==> config.mk <==
export PLATFORM = sky130hd
export DESIGN_NAME = sbr_clkgen
export DESIGN_NICKNAME = d
export VERILOG_FILES = /design/src/rtl/sbr_pkg.sv /design/src/rtl/sbr_phase_gen.sv /design/src/rtl/sbr_beat_ctrl.sv /design/src/rtl/sbr_clkgen.sv
export SDC_FILE = /design/constraint.sdc
export NUM_CORES = 1
export LEC_CHECK = 0
export BUFFER_PORTS_ARGS = -buffer_cell sky130_fd_sc_hd__buf_2
export CORE_MARGIN = 2
export CORE_UTILIZATION = 50
export CTS_CLUSTER_DIAMETER = 150
export CTS_CLUSTER_SIZE = 14
export DETAILED_ROUTE_END_ITERATION = 10
export PLACE_DENSITY = 0.8
export SYNTH_ARGS = -nofsm -noshare
export SYNTH_HDL_FRONTEND = slang
export SYNTH_HIERARCHICAL = 1
export SYNTH_SLANG_ARGS = --single-unit
==> constraint.sdc <==
create_clock -name clk -period 3 [get_ports clk]
set_clock_uncertainty 0.2 [all_clocks]
set_input_delay 0.3 -clock clk [delete_from_list [all_inputs] [get_ports clk]]
set_output_delay 0.3 -clock clk [all_outputs]
set_load 0.05 [all_outputs]
==> src/rtl/sbr_pkg.sv <==
package sbr_pkg;

    typedef enum logic [1:0] {
        ST_IDLE  = 2'd0,
        ST_SETUP = 2'd1,
        ST_RUN   = 2'd2,
        ST_TURN  = 2'd3
    } sbr_state_e;

endpackage

==> src/rtl/sbr_phase_gen.sv <==
module sbr_phase_gen #(
    parameter int DIV_W = 4
) (
    input  logic             clk,
    input  logic             rst_n,
    input  logic             run,
    input  logic [DIV_W-1:0] period_m1,
    output logic             mem_clk,
    output logic             rise,
    output logic             last
);

    typedef struct packed {
        logic             on;
        logic             clk_out;
        logic [DIV_W-1:0] ph;
    } ph_state_t;

    ph_state_t  st_d, st_q;
    logic [DIV_W:0] half;

    // number of high cycles per period: floor(period/2)
    assign half = ({1'b0, period_m1} + 1'b1) >> 1;

    always_comb begin
        st_d = st_q;
        if (!run) begin
            st_d.on      = 1'b0;
            st_d.ph      = '0;
            st_d.clk_out = 1'b0;
        end else begin
            st_d.on = 1'b1;
            if (!st_q.on || st_q.ph == period_m1) begin
                st_d.ph = '0;
            end else begin
                st_d.ph = st_q.ph + 1'b1;
            end
            st_d.clk_out = ({1'b0, st_d.ph} < half);
        end
    end

    always_ff @(posedge clk or negedge rst_n) begin
        if (!rst_n) begin
            st_q <= '0;
        end else begin
            st_q <= st_d;
        end
    end

    assign mem_clk = st_q.clk_out;
    assign rise    = st_q.on && (st_q.ph == '0);
    assign last    = st_q.on && (st_q.ph == period_m1);

endmodule

==> src/rtl/sbr_beat_ctrl.sv <==
module sbr_beat_ctrl #(
    parameter int LAT_W = 4,
    parameter int LEN_W = 4,
    parameter int DW    = 16,
    localparam int LE_W = LAT_W + 1,
    localparam int BC_W = LEN_W + 1
) (
    input  logic             clk,
    input  logic             rst_n,
    input  logic             clear,
    input  logic             rise,
    input  logic [LE_W-1:0]  lat_edges,
    input  logic [LEN_W-1:0] beats_m1,
    input  logic             wait_asserted,
    input  logic [DW-1:0]    mem_data,
    output logic             rd_valid,
    output logic [DW-1:0]    rd_data,
    output logic             fin
);

    typedef struct packed {
        logic [LE_W-1:0] ec;
        logic [BC_W-1:0] bc;
        logic            fin;
        logic            vld;
        logic [DW-1:0]   data;
    } beat_state_t;

    beat_state_t st_d, st_q;

    always_comb begin
        st_d     = st_q;
        st_d.vld = 1'b0;
        if (clear) begin
            st_d.ec  = '0;
            st_d.bc  = '0;
            st_d.fin = 1'b0;
        end else if (rise && !st_q.fin) begin
            if (st_q.ec < lat_edges) begin
                // latency edge: counted, wait ignored
                st_d.ec = st_q.ec + 1'b1;
            end else if (!wait_asserted) begin
                st_d.vld  = 1'b1;
                st_d.data = mem_data;
                st_d.bc   = st_q.bc + 1'b1;
                if (st_q.bc == {1'b0, beats_m1}) begin
                    st_d.fin = 1'b1;
                end
            end
        end
    end

    always_ff @(posedge clk or negedge rst_n) begin
        if (!rst_n) begin
            st_q <= '0;
        end else begin
            st_q <= st_d;
        end
    end

    assign rd_valid = st_q.vld;
    assign rd_data  = st_q.data;
    assign fin      = st_q.fin;

endmodule

==> src/rtl/sbr_clkgen.sv <==
module sbr_clkgen #(
    parameter int AW     = 26,
    parameter int DW     = 16,
    parameter int DIV_W  = 4,
    parameter int LAT_W  = 4,
    parameter int LEN_W  = 4,
    parameter int TURN_W = 4
) (
    input  logic              clk,
    input  logic              rst_n,
    input  logic              start,
    input  logic [AW-1:0]     rd_addr,
    input  logic [DIV_W-1:0]  div_sel,
    input  logic [LAT_W-1:0]  lat_sel,
    input  logic [LEN_W-1:0]  len_sel,
    input  logic [TURN_W-1:0] turn_sel,
    input  logic              mem_wait_n,
    input  logic [DW-1:0]     mem_data,
    output logic              mem_clk,
    output logic              mem_cs_n,
    output logic [AW-1:0]     mem_addr,
    output logic              rd_valid,
    output logic [DW-1:0]     rd_data,
    output logic              busy,
    output logic              done
);

    import sbr_pkg::*;

    localparam int LE_W = LAT_W + 1;

    typedef struct packed {
        sbr_state_e        state;
        logic              cs_n;
        logic [AW-1:0]     addr;
        logic [DIV_W-1:0]  pm1;
        logic [LE_W-1:0]   lat_edges;
        logic [LEN_W-1:0]  beats_m1;
        logic [TURN_W-1:0] turn;
        logic [TURN_W-1:0] tc;
        logic              wait_n;
        logic              done;
    } top_state_t;

    top_state_t st_d, st_q;

    logic run, clear, rise, last, fin;

    always_comb begin
        st_d        = st_q;
        st_d.done   = 1'b0;
        st_d.wait_n = mem_wait_n;
        case (st_q.state)
            ST_IDLE: begin
                if (start) begin
                    st_d.state     = ST_SETUP;
                    st_d.cs_n      = 1'b0;
                    st_d.addr      = rd_addr;
                    st_d.pm1       = (div_sel == '0) ? DIV_W'(1) : div_sel;
                    st_d.lat_edges = {1'b0, lat_sel} + LE_W'(2);
                    st_d.beats_m1  = len_sel;
                    st_d.turn      = turn_sel;
                end
            end
            ST_SETUP: begin
                st_d.state = ST_RUN;
            end
            ST_RUN: begin
                if (fin && last) begin
                    st_d.state = ST_TURN;
                    st_d.cs_n  = 1'b1;
                    st_d.tc    = st_q.turn;
                end
            end
            ST_TURN: begin
                if (st_q.tc == '0) begin
                    st_d.state = ST_IDLE;
                    st_d.done  = 1'b1;
                end else begin
                    st_d.tc = st_q.tc - 1'b1;
                end
            end
            default: st_d.state = ST_IDLE;
        endcase
    end

    always_ff @(posedge clk or negedge rst_n) begin
        if (!rst_n) begin
            st_q        <= '0;
            st_q.state  <= ST_IDLE;
            st_q.cs_n   <= 1'b1;
            st_q.pm1    <= DIV_W'(1);
            st_q.wait_n <= 1'b1;
        end else begin
            st_q <= st_d;
        end
    end

    assign run   = (st_q.state == ST_SETUP) ||
                   ((st_q.state == ST_RUN) && !(fin && last));
    assign clear = (st_q.state == ST_IDLE);

    sbr_phase_gen #(
        .DIV_W (DIV_W)
    ) i_phase (
        .clk       (clk),
        .rst_n     (rst_n),
        .run       (run),
        .period_m1 (st_q.pm1),
        .mem_clk   (mem_clk),
        .rise      (rise),
        .last      (last)
    );

    sbr_beat_ctrl #(
        .LAT_W (LAT_W),
        .LEN_W (LEN_W),
        .DW    (DW)
    ) i_beat (
        .clk           (clk),
        .rst_n         (rst_n),
        .clear         (clear),
        .rise          (rise),
        .lat_edges     (st_q.lat_edges),
        .beats_m1      (st_q.beats_m1),
        .wait_asserted (!st_q.wait_n),
        .mem_data      (mem_data),
        .rd_valid      (rd_valid),
        .rd_data       (rd_data),
        .fin           (fin)
    );

    assign mem_cs_n = st_q.cs_n;
    assign mem_addr = st_q.addr;
    assign busy     = (st_q.state != ST_IDLE);
    assign done     = st_q.done;

endmodule

==> results of run 1 <==
## layer usage
metal	vias up	GRT usage	wire length (um)
met4	0	0.08868	201
met2	59	0.3499	4756
met1	1505	0.2259	3480
met5	-	0	0
li1	1452	-	-
met3	16	0.03597	249
## worst max-delay path: stages, from the launching register on
cell and delay, ns:
dfrtp_1 0.44, inv_1 0.10, ha_1 0.15, nand2_1 0.05, nor3_1 0.23, nor3b_4 0.29, and2b_1 0.19, a31oi_4 0.08
nor2_4 0.11, buf_4 0.27, mux2_2 0.37
## metrics by stage
step	util	instance area, sq um	total power [uW]	std cells
after global routing	0.6379	5482	6065	600
after CTS	0.6379	5482	5736	600
after detailed placement	0.5482	4711	4908	525
after global placement	0.5482	4711	4809	525
final	0.6379	5482	5723	600
after floorplan	-	4353	4671	356
## power groups by stage
stage,registers (uW),clock network [uW],logic [uW]
floorplan,1950,0,2720
global placement,1960,0,2850
detailed placement,1980,0,2930
CTS,1960,785,2990
global route,2040,835,3180
finish,1980,759,2990
## placed cells by master (no fill, tap or decap), types with 9 or more instances in the layout
cell	instances
inv_1	18
mux2_1	39
dlygate4sd3_1	59
ha_1	18
a21oi_1	10
nand3_1	10
buf_2	107
clkbuf_8	9
mux2_2	9
nor2_1	12
dfrtp_1	83
nand2_1	12
mux2_4	9
xnor2_1	9
## registers in the layout, indices dropped and copies added (netlist names)
register / count
i_phase/st_q: 5
i_beat/fin: 1
i_beat/st_q: 10
mem_addr: 26
st_q: 24
i_phase/mem_clk: 1
i_beat/rd_data: 16
i_beat/rd_valid: 1
mem_cs_n: 1
done: 1
## cell families (layout without fill, tap and decap cells)
group / after synthesis / in the layout / share of synthesized area
compound gates: 36 / 36 / 0.05950
flops: 86 / 86 / 0.4953
mux: 62 / 62 / 0.1667
xor+xnor: 17 / 17 / 0.03421
simple gates: 68 / 68 / 0.09026
fa+ha+maj: 18 / 18 / 0.05174
buf+inv: 69 / 205 / 0.1023
## worst max-delay path by stage
| stage | cells after the start | end | startpoint |
|---|---|---|---|
| after floorplan | 10 | i_beat/rd_data[0]$_DFFE_PN0P_ | i_phase/st_q[0]$_DFF_PN0_ |
| after global placement | 10 | i_beat/rd_data[6]$_DFFE_PN0P_ | i_phase/st_q[0]$_DFF_PN0_ |
| after detailed placement | 10 | i_beat/rd_data[8]$_DFFE_PN0P_ | i_phase/st_q[0]$_DFF_PN0_ |
| after CTS | 10 | i_beat/rd_data[9]$_DFFE_PN0P_ | i_phase/st_q[0]$_DFF_PN0_ |
| after global routing | 10 | i_beat/rd_data[9]$_DFFE_PN0P_ | i_phase/st_q[0]$_DFF_PN0_ |
| final | 10 | i_beat/rd_data[9]$_DFFE_PN0P_ | i_phase/st_q[0]$_DFF_PN0_ |
## final cells by class
class | count | area, sq um
Fill cell | 657 | 3112
Sequential cell | 86 | 2156
Multi-Input combinational cell | 201 | 1754
Timing Repair Buffer | 171 | 1189
Tap cell | 108 | 135.1
Clock buffer | 9 | 123.9
Inverter | 18 | 67.56
Clock inverter | 7 | 56.30
## what timing repair did
action | 4_1_cts | 5_1_grt
endpoints found under the hold margin | 98 | 0
endpoints found under the setup margin | 0 | 0
hold buffers | 59 | 0
==> results_dict.tcl, run 1 <==
set metrics [dict create \
    status "complete, no violations" \
    clk_pin_slew_ns 0.09 \
    clock_sinks 86 \
    synth_edf_count 0 \
    die_x_um 97.31 \
    core_sq_um 8593 \
    routed-via-count 3032 \
    yosys-top-cells-area "dfrtp_1 48%, mux2_1 10%, buf_4 7.2%" \
    async_flop_share 1.000 \
    drc 0 \
    clock.fmax_mhz 388.9 \
    netlist_area_sq_um 4353 \
    grt_pass1_vias 3118 \
    finalCritPeriodShare 0.8572 \
    syn2layout_area_growth_pct 25.93 \
    crit_fanout 17 \
    dieArea_sq_um 9468 \
    wl_um 8689 \
    reg2reg_from "i_phase/st_q[0]$_DFF_PN0_" \
    netlist_instances 356 \
    seqPwrFrac 0.346 \
    ys_types 48 \
    r2r_end "i_beat/rd_data[9]$_DFFE_PN0P_" \
    via_per_inst 5.053 \
    setup_slack_ns 0.4284 \
    drive_gt1_frac 0.3272 \
    yosys-top-cells-count "83 x dfrtp_1, 42 x buf_4, 39 x mux2_1" \
    hold_end "st_q[18]$_DFFE_PN0P_" \
    avgSynthCellArea_sq_um 12.23 \
    yosys_warnings 6 \
    leakage_uw 0.002610 \
    yosys_register_bits 86 \
    ant_nets 0 \
    r2r_setup_slack_ns 0.43 \
    fp.dieH_um 97.31 \
    finalCriticalPeriod_ns 2.572 \
    grt_use_total 0.1949 \
    cts_buffers 9 \
    maxCapViolCount 0 \
    critPathRequiredTime_ns 3.05 \
    post_cts_resized 0 \
    dr.pass1.iters 4 \
    ir_drop_mv 0.7605 \
    crit_path_start_kind "flip-flop" \
    root_buffer "clkbuf_8" \
    cts_tree "done" \
    nets 567 \
    htreeDepth 3 \
    synth-main-ff-cell "dfrtp_1" \
    arrival_ns 2.62 \
    antenna_found_initial 0 \
    port_buffers 108 \
    postCtsSetupRepairBufs 0 \
    p_int_uw 2982 \
    drv_slew 0 \
    p_comb_frac 0.522 \
    grt_max_degree 47 \
    syn-num-nets 436 \
    hold_viol_final 0 \
    ios 109 \
    fin_setup_tns_ns 0 \
    clockBufferDepth 2 \
    fin_hold_ws_ns 0.01204 \
    grt_setup_unrepaired "false" \
    drtIter0Drc 116 \
    path_class "reg -> reg" \
    core.rowCount 34 \
    post_drt_wl_per_cell_um 14.48 \
    setup_viol_count_final 0 \
    hold_depth 3 \
    p_per_area_nw_per_um2 1044 \
    swShare 0.4789 \
    slew_headroom 0.6348 \
    grt_pass1_wl_um 14770 \
    dpl.hpwl_um 5721 \
    start_util 0.5066 \
    synth_top_area_share 0.4771 \
    diodes 0 \
    gp_congestion 0.8951 \
    reg2regPathDepth 10 \
    clk_latency_ns 0.36 \
    grt_remaining_overflow 0 \
    p_switching_uw 2741 \
    yosysSeqAreaShare 0.4953 \
    p_clk_frac 0.133 \
    synth_top_cell_by_area "dfrtp_1" \
    hold_start "lat_sel[3]" \
    worstMarginPinSlew_ns 0.5459 \
    preCtsSetupSlack_ns 0.4160 \
    setup.worst_path.end_class "flip-flop" \
    synth_most_common_cell "dfrtp_1" \
    hold_path_class "in -> reg" \
]
Note: power is estimated with default switching activity, not from simulation.
==> inputs of run 2 (changes only) <==
Clock period 3 ns to 2.7 ns, I/O delays scaled along.
==> results_dict.tcl, run 2 (synthesis gave the netlist of run 1 again) <==
set metrics [dict create \
    drive_gt1_frac 0.3273 \
    finalCriticalPeriod_ns 2.451 \
    antenna_found_initial 0 \
    hold_viol_final 0 \
    grt_setup_unrepaired "false" \
    port_buffers 108 \
    dieArea_sq_um 9468 \
    fin_hold_ws_ns 0.05645 \
    r2r_setup_slack_ns 0.25 \
    seqCellArea_sq_um 2156 \
    fin_setup_tns_ns 0 \
    routed-via-count 3065 \
    cts_buffers 9 \
    drv_slew 0 \
    htreeDepth 3 \
    grt_pass1_wl_um 15170 \
    cts_tree "done" \
    clk_latency_ns 0.37 \
    p_per_area_nw_per_um2 1161 \
    post_drt_wl_per_cell_um 14.40 \
    multi_input_area_sq_um 1754 \
    final_common_cell "buf_2" \
    ant_nets 0 \
    core.rowCount 34 \
    postCtsHoldBufs 61 \
    root_buffer "clkbuf_8" \
    crit_chain "inv_1 > ha_1 > nand2_1 > nor3_1 > nor3b_4 > and2b_1 > a31oi_4 > nor2_4 > buf_12 > mux2_2" \
    syn2layout_area_growth_pct 27.02 \
    clk_pin_slew_ns 0.10 \
    drtIter0Drc 54 \
    leakage_uw 0.002629 \
    drc 0 \
    p_total_uw 6422 \
    setup_viol_count_final 0 \
    status "complete, no violations" \
    largest_reg_flops 26 \
    dr.pass1.iters 4 \
    clock_sinks 86 \
    critPathRequiredTime_ns 2.75 \
    grt_pass1_vias 3237 \
    die_x_um 97.31 \
    slowest_delay_ns 0.44 \
    post_cts_resized 0 \
    clockBufferDepth 2 \
    ir_drop_mv 0.6161 \
    finalCoreUtilization 0.6434 \
    fillCellCount 648 \
    via_per_inst 5.083 \
    grt_max_degree 53 \
    diodes 0 \
    hold_path_class "in -> reg" \
    finalCritPeriodShare 0.9078 \
    cp_slowest_cell "dfrtp_1" \
    fp.dieH_um 97.31 \
    wl_um 8683 \
    maxCapViolCount 0 \
    postCtsSetupRepairBufs 0 \
    grt_remaining_overflow 0 \
    ios 109 \
    dpl.hpwl_um 5825 \
    crit_family "simple AND/OR/NAND/NOR gates" \
    crit_fanout 17 \
    start_util 0.5066 \
    arrival_ns 2.50 \
    gp_congestion 0.8875 \
    path_class "reg -> reg" \
    slew_headroom 0.6873 \
    critPathBufInv 2 \
    setup.worst_path.end_class "flip-flop" \
    worstMarginPinSlew_ns 0.4655 \
    layout_common_cells "107 x buf_2, 83 x dfrtp_1, 61 x dlygate4sd3_1, 39 x mux2_1" \
    grt_use_total 0.1973 \
    nets 570 \
    core_sq_um 8593 \
    crit_path_start_kind "flip-flop" \
    clock.fmax_mhz 408.0 \
]
[run 2: cell types whose count changed in the layout (fill, tap and decap cells not counted)]
cell,change
inv_8,+3
inv_6,-3
dlygate4sd3_1,+2
clkinv_4,+1
clkinv_2,-1
clkinv_8,+1
buf_4,+1
clkinvlp_4,-1
[run 2: power by group]
| group | internal, uW | total, uW | leakage, uW | switching (uW) |
|---|---|---|---|---|
| clock | 366 | 909 | 0.000102 | 543 |
| sequential | 1840 | 2200 | 0.00106 | 364 |
| combinational | 1130 | 3310 | 0.00147 | 2180 |
[run 2: layout make-up]
| cell class | count | share of cell area |
|---|---|---|
| Clock buffer | 9 | 0.02240 |
| Clock inverter | 7 | 0.01380 |
| Inverter | 18 | 0.01222 |
| Multi-Input combinational cell | 201 | 0.3173 |
| Sequential cell | 86 | 0.3899 |
| Tap cell | 108 | 0.02444 |
| Timing Repair Buffer | 174 | 0.2200 |
[run 2: path summary, 6_finish.rpt]
| kind | to | from | cells after the start |
|---|---|---|---|
| worst max-delay path | i_beat/rd_data[4]$_DFFE_PN0P_ | i_phase/st_q[0]$_DFF_PN0_ | 10 |
| worst min-delay path | mem_cs_n$_DFFE_PN1P_ | start | 3 |
| worst max register to register | i_beat/rd_data[4]$_DFFE_PN0P_ | i_phase/st_q[0]$_DFF_PN0_ | 10 |
| worst min register to register | st_q[19]$_DFFE_PN1P_ | st_q[19]$_DFFE_PN1P_ | 2 |
| max in group asynchronous | mem_cs_n$_DFFE_PN1P_ | rst_n | 3 |
| min in group asynchronous | mem_addr[1]$_DFFE_PN0P_ | rst_n | 2 |
[run 2: worst min-delay path, stage by stage]
cell	delay, ns
buf_2	0.12
mux2i_1	0.13
a21oi_1	0.08
[run 2: layer usage]
layer,track usage,part of all wire,vias up
li1,-,-,1453
met2,0.3590,0.54,67
met4,0.08547,0.024,0
met1,0.2334,0.40,1525
met5,0,0,-
met3,0.02590,0.031,20
[run 2: per-stage QoR]
stage               area (sq um)  setup slack [ns]  instances
global route                5529           0.04258        603
CTS                         5529            0.2236        603
detailed placement          4718            0.2353        526
floorplan                   4353            0.3394        356
global placement            4718            0.2827        526
finish                      5529            0.2490        603
==> inputs of run 3 (changes only) <==
Settings changed: RECOVER_POWER set to 50.
==> results_dict.tcl, run 3 (synthesis gave the netlist of run 1 again) <==
set metrics [dict create \
    worstMarginPinSlew_ns 1.898 \
    dp_cells 526 \
    dpl.hpwl_um 5825 \
    syn2layout_area_growth_pct 26.30 \
    final_common_cell "buf_2" \
    violations "capacitance limit, slew limit" \
    post_cts_resized 0 \
    dr.pass1.iters 4 \
    maxCapViolCount 1 \
    layout_common_cells "85 x buf_2, 83 x dfrtp_1, 61 x dlygate4sd3_1, 39 x mux2_1, 23 x clkbuf_1" \
    drtIter0Drc 55 \
    clock.fmax_mhz 408.3 \
    root_buffer "clkbuf_8" \
    die_x_um 97.31 \
    hold_viol_final 0 \
    core.rowCount 34 \
    clockBufferDepth 2 \
    fin_setup_tns_ns 0 \
    p_per_area_nw_per_um2 1162 \
    clk_latency_ns 0.37 \
    gp_congestion 0.8875 \
    dieArea_sq_um 9468 \
    ios 109 \
    ant_nets 0 \
    drc 0 \
    via_per_inst 5.066 \
    cts_buffers 9 \
    arrival_ns 2.50 \
    diodes 0 \
    fillCellCount 665 \
    path_class "reg -> reg" \
    cts_tree "done" \
    largest_reg_flops 26 \
    ir_drop_mv 0.6070 \
    clock_sinks 86 \
    finalCritPeriodShare 0.9071 \
    wl_um 8713 \
    finalCriticalPeriod_ns 2.449 \
    grt_use_total 0.1973 \
    hold_path_class "in -> reg" \
    fin_cells 603 \
    critPathRequiredTime_ns 2.75 \
    start_util 0.5066 \
    status "finished with violations" \
    routed-via-count 3055 \
    post_drt_wl_per_cell_um 14.45 \
    clk_pin_slew_ns 0.10 \
    grt_pass1_wl_um 15170 \
    core_sq_um 8593 \
    crit_fanout 17 \
    drive_gt1_frac 0.2808 \
    antenna_found_initial 0 \
    fp.dieH_um 97.31 \
    setup.worst_path.end_class "flip-flop" \
    crit_path_start_kind "flip-flop" \
    htreeDepth 3 \
    port_buffers 108 \
    grt_setup_unrepaired "false" \
    leakage_uw 0.002556 \
    slew_headroom -0.2654 \
    setup_viol_count_final 0 \
    drv_slew 35 \
    preCtsSetupSlack_ns 0.2353 \
    nets 570 \
    setup_slack_ns 0.2508 \
    grt_pass1_vias 3237 \
    grt_max_degree 53 \
    grt_remaining_overflow 0 \
]
==> run 3: critical path, stage by stage, from the launching register on <==
cell and delay [ns]:
dfrtp_1 0.44, inv_1 0.10, ha_1 0.15, nand2_1 0.05, nor3_1 0.20, nor3b_4 0.27, and2b_1 0.20, a31oi_4 0.08
nor2_4 0.14, buf_12 0.17, mux2_2 0.34
==> run 3: path summary, 6_finish.rpt <==
check / startpoint / endpoint / slack [ns] / depth (start not counted)
setup / recovery: i_phase/st_q[0]$_DFF_PN0_ / i_beat/rd_data[4]$_DFFE_PN0P_ / 0.25 / 10
min in group asynchronous: rst_n / mem_addr[1]$_DFFE_PN0P_ / 0.77 / 2
hold / removal: start / mem_cs_n$_DFFE_PN1P_ / 0.06 / 3
hold reg to reg: st_q[19]$_DFFE_PN1P_ / st_q[19]$_DFFE_PN1P_ / 0.30 / 2
setup reg to reg: i_phase/st_q[0]$_DFF_PN0_ / i_beat/rd_data[4]$_DFFE_PN0P_ / 0.25 / 10
max in group asynchronous: rst_n / mem_cs_n$_DFFE_PN1P_ / 0.40 / 3
==> run 3: area by class of cell <==
cell class,instances,area [sq um],area share
inverters,18,67.56,0.01229
repair buffers,174,1185,0.2155
well taps,108,135.1,0.02458
clock inverters,7,76.32,0.01388
flip-flops and latches,86,2156,0.3921
clock buffers,9,123.9,0.02253
multi-input cells,201,1754,0.3191
==> run 3: report_power, final <==
part	internal [uW]	switching, uW
Clock	366	542
Combinational	1090	2190
Sequential	1840	370
Total	3290	3100
==> run 3: metrics by stage <==
step                        util  hold WS (ns)  cell area (sq um)  total power [uW]
final                     0.6398       0.05672               5498              6387
after global routing      0.6398        0.1217               5498              6776
after CTS                 0.6434       0.04281               5529              6457
after detailed placement  0.5491       0.04975               4718              5470
after global placement    0.5491       0.04819               4718              5349
after floorplan                -       -0.2256               4353              5189
==> run 3: metal layers <==
metal	share of wire	routed length, um	track usage
met1	0.40	3484	0.2334
met5	0	0	0
met2	0.54	4733	0.3590
met3	0.032	281	0.02590
met4	0.025	214	0.08547
==> run 3: repair_timing <==
action / in CTS / in global routing
hold buffers: 61 / 0
buffers inserted: 0 / 0
hold endpoints to repair: 93 / 0
